**src/rtl/irq_dc_pkg.sv**
```systemverilog
package irq_dc_pkg;

    // Output state of the acknowledge unit
    typedef enum logic [1:0] {
        ST_IDLE  = 2'd0,
        ST_GRANT = 2'd1,
        ST_MISS  = 2'd2
    } ack_state_e;

endpackage

```
**src/rtl/irq_rr_pointer.sv**
```systemverilog
// Holds the last granted device and derives where the chain starts.
module irq_rr_pointer #(
    parameter int N_DEV  = 8,
    parameter bit ROTATE = 1'b0,
    parameter int IW     = $clog2(N_DEV)
) (
    input  logic          clk,
    input  logic          rst_n,
    input  logic          upd,
    input  logic [IW-1:0] upd_idx,
    output logic [IW-1:0] start
);

    localparam logic [IW-1:0] LAST_DEV = IW'(N_DEV - 1);

    logic [IW-1:0] last_q;

    // Reset to the final device, so the first rotating search begins at 0
    always_ff @(posedge clk) begin
        if (!rst_n) begin
            last_q <= LAST_DEV;
        end else if (upd) begin
            last_q <= upd_idx;
        end
    end

    generate
        if (ROTATE) begin : g_rotate
            assign start = (last_q == LAST_DEV) ? '0 : last_q + IW'(1);
        end else begin : g_fixed
            assign start = '0;
        end
    endgenerate

    AST_PTR_HOLD: assert property (@(posedge clk) disable iff (!rst_n)
        !upd |=> $stable(last_q));

    AST_PTR_RANGE: assert property (@(posedge clk) disable iff (!rst_n)
        last_q <= LAST_DEV);

endmodule

```
**src/rtl/irq_chain_resolve.sv**
```systemverilog
// Acknowledge ripple. Visiting order is start, start+1, ... modulo N_DEV.
module irq_chain_resolve #(
    parameter int N_DEV = 8,
    parameter int IW    = $clog2(N_DEV)
) (
    input  logic             clk,
    input  logic             rst_n,
    input  logic             iack,
    input  logic [N_DEV-1:0] pend,
    input  logic [IW-1:0]    start,
    output logic [N_DEV-1:0] grant,
    output logic [IW-1:0]    gidx,
    output logic             hit
);

    localparam logic [IW:0] N_EXT = (IW+1)'(N_DEV);

    always_comb begin
        logic          pass_on;
        logic [IW:0]   pos;
        logic [IW-1:0] dev;
        pass_on = iack;
        grant   = '0;
        gidx    = '0;
        hit     = 1'b0;
        for (int k = 0; k < N_DEV; k++) begin
            pos = {1'b0, start} + (IW+1)'(k);
            if (pos >= N_EXT) begin
                pos = pos - N_EXT;
            end
            dev = pos[IW-1:0];
            // The acknowledge stops at the first device with a pending request
            if (pass_on && pend[dev]) begin
                grant[dev] = 1'b1;
                gidx       = dev;
                hit        = 1'b1;
            end
            pass_on = pass_on & ~pend[dev];
        end
    end

    AST_CHAIN_ONEHOT: assert property (@(posedge clk) disable iff (!rst_n)
        $onehot0(grant));

    AST_CHAIN_PENDING: assert property (@(posedge clk) disable iff (!rst_n)
        (grant & ~pend) == '0);

    AST_CHAIN_NEEDS_ACK: assert property (@(posedge clk) disable iff (!rst_n)
        !iack |-> grant == '0);

endmodule

```
**src/rtl/irq_daisy_chain.sv**
```systemverilog
module irq_daisy_chain
    import irq_dc_pkg::*;
#(
    parameter int N_DEV  = 8,
    parameter bit ROTATE = 1'b0,
    localparam int IW    = $clog2(N_DEV)
) (
    input  logic             clk,
    input  logic             rst_n,
    input  logic [N_DEV-1:0] dev_req,
    input  logic [N_DEV-1:0] dev_en,
    input  logic             cpu_iack,
    output logic             cpu_irq,
    output logic [N_DEV-1:0] dev_ack,
    output logic [IW-1:0]    vec_idx,
    output logic             vec_valid
);

    generate
        if (N_DEV < 2 || N_DEV > 16) begin : g_bad_size
            $error("irq_daisy_chain: N_DEV must lie in 2..16");
        end
    endgenerate

    ack_state_e       state_q, state_d;
    logic [N_DEV-1:0] pend;
    logic [N_DEV-1:0] grant;
    logic [IW-1:0]    gidx;
    logic [IW-1:0]    start;
    logic             hit;
    logic [N_DEV-1:0] ack_q;
    logic [IW-1:0]    idx_q;

    // A disabled request is invisible to both the processor and the chain
    assign pend    = dev_req & dev_en;
    assign cpu_irq = |pend;

    irq_rr_pointer #(.N_DEV(N_DEV), .ROTATE(ROTATE), .IW(IW)) u_ptr (
        .clk     (clk),
        .rst_n   (rst_n),
        .upd     (cpu_iack & hit),
        .upd_idx (gidx),
        .start   (start)
    );

    irq_chain_resolve #(.N_DEV(N_DEV), .IW(IW)) u_chain (
        .clk   (clk),
        .rst_n (rst_n),
        .iack  (cpu_iack),
        .pend  (pend),
        .start (start),
        .grant (grant),
        .gidx  (gidx),
        .hit   (hit)
    );

    // Next-state logic
    always_comb begin
        state_d = ST_IDLE;
        unique case (state_q)
            ST_IDLE, ST_GRANT, ST_MISS: begin
                if (cpu_iack) begin
                    state_d = hit ? ST_GRANT : ST_MISS;
                end
            end
            default: state_d = ST_IDLE;
        endcase
    end

    // State register and captured grant
    always_ff @(posedge clk) begin
        if (!rst_n) begin
            state_q <= ST_IDLE;
            ack_q   <= '0;
            idx_q   <= '0;
        end else begin
            state_q <= state_d;
            if (cpu_iack) begin
                ack_q <= grant;
                idx_q <= gidx;
            end
        end
    end

    // Outputs from state
    always_comb begin
        dev_ack   = '0;
        vec_idx   = '0;
        vec_valid = 1'b0;
        unique case (state_q)
            ST_GRANT: begin
                dev_ack   = ack_q;
                vec_idx   = idx_q;
                vec_valid = 1'b1;
            end
            ST_IDLE, ST_MISS: begin
                vec_valid = 1'b0;
            end
            default: vec_valid = 1'b0;
        endcase
    end

    AST_GRANT_FOLLOWS: assert property (@(posedge clk) disable iff (!rst_n)
        (cpu_iack && cpu_irq) |=> vec_valid);

    AST_ACK_MATCHES_IDX: assert property (@(posedge clk) disable iff (!rst_n)
        vec_valid |-> dev_ack == (N_DEV'(1) << vec_idx));

    AST_MISS_QUIET: assert property (@(posedge clk) disable iff (!rst_n)
        (cpu_iack && !cpu_irq) |=> (!vec_valid && dev_ack == '0 && vec_idx == '0));

    AST_NO_SPONTANEOUS: assert property (@(posedge clk) disable iff (!rst_n)
        !cpu_iack |=> (!vec_valid && dev_ack == '0));

endmodule

```
**config.mk**
```make
export PLATFORM = sky130hd
export DESIGN_NAME = irq_daisy_chain
export DESIGN_NICKNAME = d
export VERILOG_FILES = /design/src/rtl/irq_dc_pkg.sv /design/src/rtl/irq_rr_pointer.sv /design/src/rtl/irq_chain_resolve.sv /design/src/rtl/irq_daisy_chain.sv
export SDC_FILE = /design/constraint.sdc
export NUM_CORES = 1
export LEC_CHECK = 0
export CAP_MARGIN = 10
export CORE_ASPECT_RATIO = 0.9
export CORE_MARGIN = 5
export CORE_UTILIZATION = 30
export DETAILED_ROUTE_END_ITERATION = 12
export PLACE_DENSITY = 0.73
export SLEW_MARGIN = 25
export SYNTH_ARGS = -nofsm -noshare
export SYNTH_HDL_FRONTEND = slang
export SYNTH_SLANG_ARGS = --single-unit
```
**constraint.sdc**
```tcl
create_clock -name clk -period 1.5 [get_ports clk]
set_input_delay 0.3 -clock clk [delete_from_list [all_inputs] [get_ports clk]]
set_output_delay 0.3 -clock clk [all_outputs]
set_load 0.02 [all_outputs]
```
==> results.md, run 1 <==
- IO Pins: 32
- All-Layer GR Usage: 11.57%
- Syn Std Cell Area: 681.9 µm²
- Data required, critical path: 1.20 ns
- Clk_lat worst skew: 0.28 ns
- Place WS: -0.6954 ns
- Via/cell ratio: 4.820
- Worst-path maximum fanout: 2
- Synth warn: 0
- Core area: 2182 µm²
- Pleak: 0.5369 nW
- Drt wl/cell: 12.16 µm
- Peak supply drop: 0.4142 mV
- Vias in the first global route: 714
- Max Buffers Root-to-Sink: 2
- First-pass DRT Iterations: 4
- Critical path arrival: 1.16 ns
- Syn Area/Cell: 8.216 µm²
- Sw power: 0.2141 mW
- Hold wc startpoint: dev_en[3]
- Fin Clk Skew: 0.00006195 ns
- R2R depth: 3
- Global-route wire length before repair: 3008 µm
- CTS sink count: 13
- Combinational power share: 26.4%
- Initial Util: 31.25%
- Worst slew pin tran: 0.3470 ns
- Commonest non-fill, non-tap cells in the layout: 17 x buf_4, 14 x buf_6, 12 x and2_4, 12 x dfxtp_1
- Largest net degree at the start of global routing: 24
- Syn_nets: 102
- Flop pwr share: 45.8%
- Sink of the worst hold path: ack_q[3]
- Antenna violations before repair: 0
- Reg2reg start: state_q[1]
- Post-DP HPWL: 1367 µm
- CTS H-tree lvls: 1
- # diodes: 0
- Status: finished, final reports clean
- Clock-pin transition on the worst setup and hold timing paths: 0.08 ns
- Share of cells above drive strength 1: 44.03%
- # port buffers: 31
- Endpoints failing hold: 0
- Routability Congestion: 0.7827
- Drt drc: 0
- Rows: 16
- Die area: 3328 µm²
- Most common cell after layout, fill and taps aside: buf_4
- Fin. max-slew vios: 0
- Register area share after synthesis: 38.17%
- Setup ws final: 0.03641 ns
- Detail Route Antenna Nets: 0
- Nets: 154
- Fmax: 683.3 MHz
- Vias: 776
- Post-CTS Hold Fix Bufs: 0
- Max capacitance violation total: 0
- TritonCTS clock tree: yes
- Synth Instances: 83
- Initial DRC count: 18
- DIE WIDTH: 60.26 µm
- CTS buffer count: 3
- Final std cells w/o fill: 161
- Gr ovfl total: 0
- Slew headroom: 76.79%
- R2R Setup Slk: 0.77 ns
- Fraction of power spent switching nets: 26.90%
- FF-to-FF End: state_q[0]
- Period utilization: 97.57%
- #FFs+latches synth: 13
- HP Class: primary input to flip-flop
- Yosys cell types: 20
- Clock root buffer master: clkbuf_4
- Final setup fails: 0
- Internal: 0.5816 mW
- Critical path capture point type: primary output
- Worst setup SP type: primary input
- Area growth from synthesis to layout: 80.18%
- Final wirelength: 1957 µm
- Clock share of power: 27.8%
- Min cycle time layout: 1.464 ns
- Die height: 55.23 µm
- RSZ-0062 raised after global routing: true
- Power Dens Cells: 647.5 nW/µm²
- Hold Path Stages: 5
- Placed cells: 151
- CP Class: primary input to primary output
==> synth_stat cells <==
library cell,n,share of area (%)
dfxtp_1,13,38
and2_1,12,11
a21boi_1,9,9.9
nand2b_1,9,8.3
nand3_1,9,6.6
nand2_1,7,3.9
a21oi_1,4,2.9
clkbuf_1,4,2.2
o21ai_0,3,2.2
a31oi_1,2,1.8
nand4_1,2,1.8
a222oi_1,1,1.5
a22o_1,1,1.3
and2b_1,1,1.1
and4_1,1,1.3
nor2_1,1,0.55
nor2b_1,1,0.92
nor3b_4,1,2.8
o21ai_1,1,0.73
o31ai_1,1,1.1
==> what timing repair did <==
item	4_1_cts	5_1_grt
cloned	0	1
buffers inserted	3	2
setup endpoints to repair	15	13
gates resized for setup	72	56
pin swaps	6	14
==> layer usage <==
layer  up-vias  routed length [µm]  GRT usage (%)
met3         2                 120          1.865
li1        397                   -              -
met1       345                 806          13.22
met2        32                1010          20.06
met4         0                  20          5.696
met5         -                   0              0
==> area by class of cell <==
class	instances	area, µm²
Sequential cell	13	261.5
Timing Repair Buffer	51	450.4
Multi-Input combinational cell	66	456.7
Clock buffer	4	26.28
Tap cell	27	33.78
Fill cell	206	953.4
==> critical path: stages <==
cell and delay [ns]:
dlygate4sd2_1 0.23, and2_4 0.15, nor3b_4 0.25, nand3_4 0.10, buf_6 0.14
==> kinds of logic (layout without fill, tap and decap cells) <==
family,after synthesis,count (layout),share of synthesized area (%)
AOI/OAI and AO/OA,22,22,21.47
and+or+nand+nor,44,44,38.17
buffers and inverters,4,55,2.201
DFF,13,13,38.17
==> registers in the layout (all words and copies together), names as in the netlist <==
| signal | count |
|---|---|
| ack_q | 8 |
| state_q | 2 |
| idx_q | 3 |
==> through the flow <==
stage               area [µm²]   TNS, ns  hold slack [ns]  util, %  total power [mW]
floorplan                681.9         0           0.4383        -            0.4447
global placement          1129    -3.533           0.4505    51.72            0.5555
finish                    1229         0           0.4010    56.31            0.7956
CTS                       1121  -0.09023           0.4654    51.38            0.7707
detailed placement        1129    -4.212           0.4544    51.72            0.5591
global route              1229  -0.06626           0.4275    56.31            0.8389
==> power by group through the flow <==
stage / Sequential (mW) / Clock, mW / Combinational (mW)
after detailed placement: 0.370 / 0 / 0.189
after CTS: 0.362 / 0.224 / 0.185
final: 0.364 / 0.221 / 0.210
after global routing: 0.366 / 0.247 / 0.225
after global placement: 0.370 / 0 / 0.186
after floorplan: 0.369 / 0 / 0.0757
==> worst max path at each step <==
stage,endpoint,from,slack [ns],cells past startpoint
after floorplan,dev_ack[0],state_q[0],0.10,3
after global placement,cpu_irq,dev_req[2],-0.66,5
after detailed placement,cpu_irq,dev_req[2],-0.70,5
after CTS,cpu_irq,dev_req[2],-0.09,5
after global routing,dev_ack[7],state_q[0],-0.01,4
final,cpu_irq,dev_en[1],0.04,5
Power figures use the tool's default switching activity.
==> run 2: changes to the inputs <==
Settings changed: GPL_TIMING_DRIVEN set to 1.
==> results of run 2 <==
The final DEF is identical to that of run 1; final timing and power are the same.
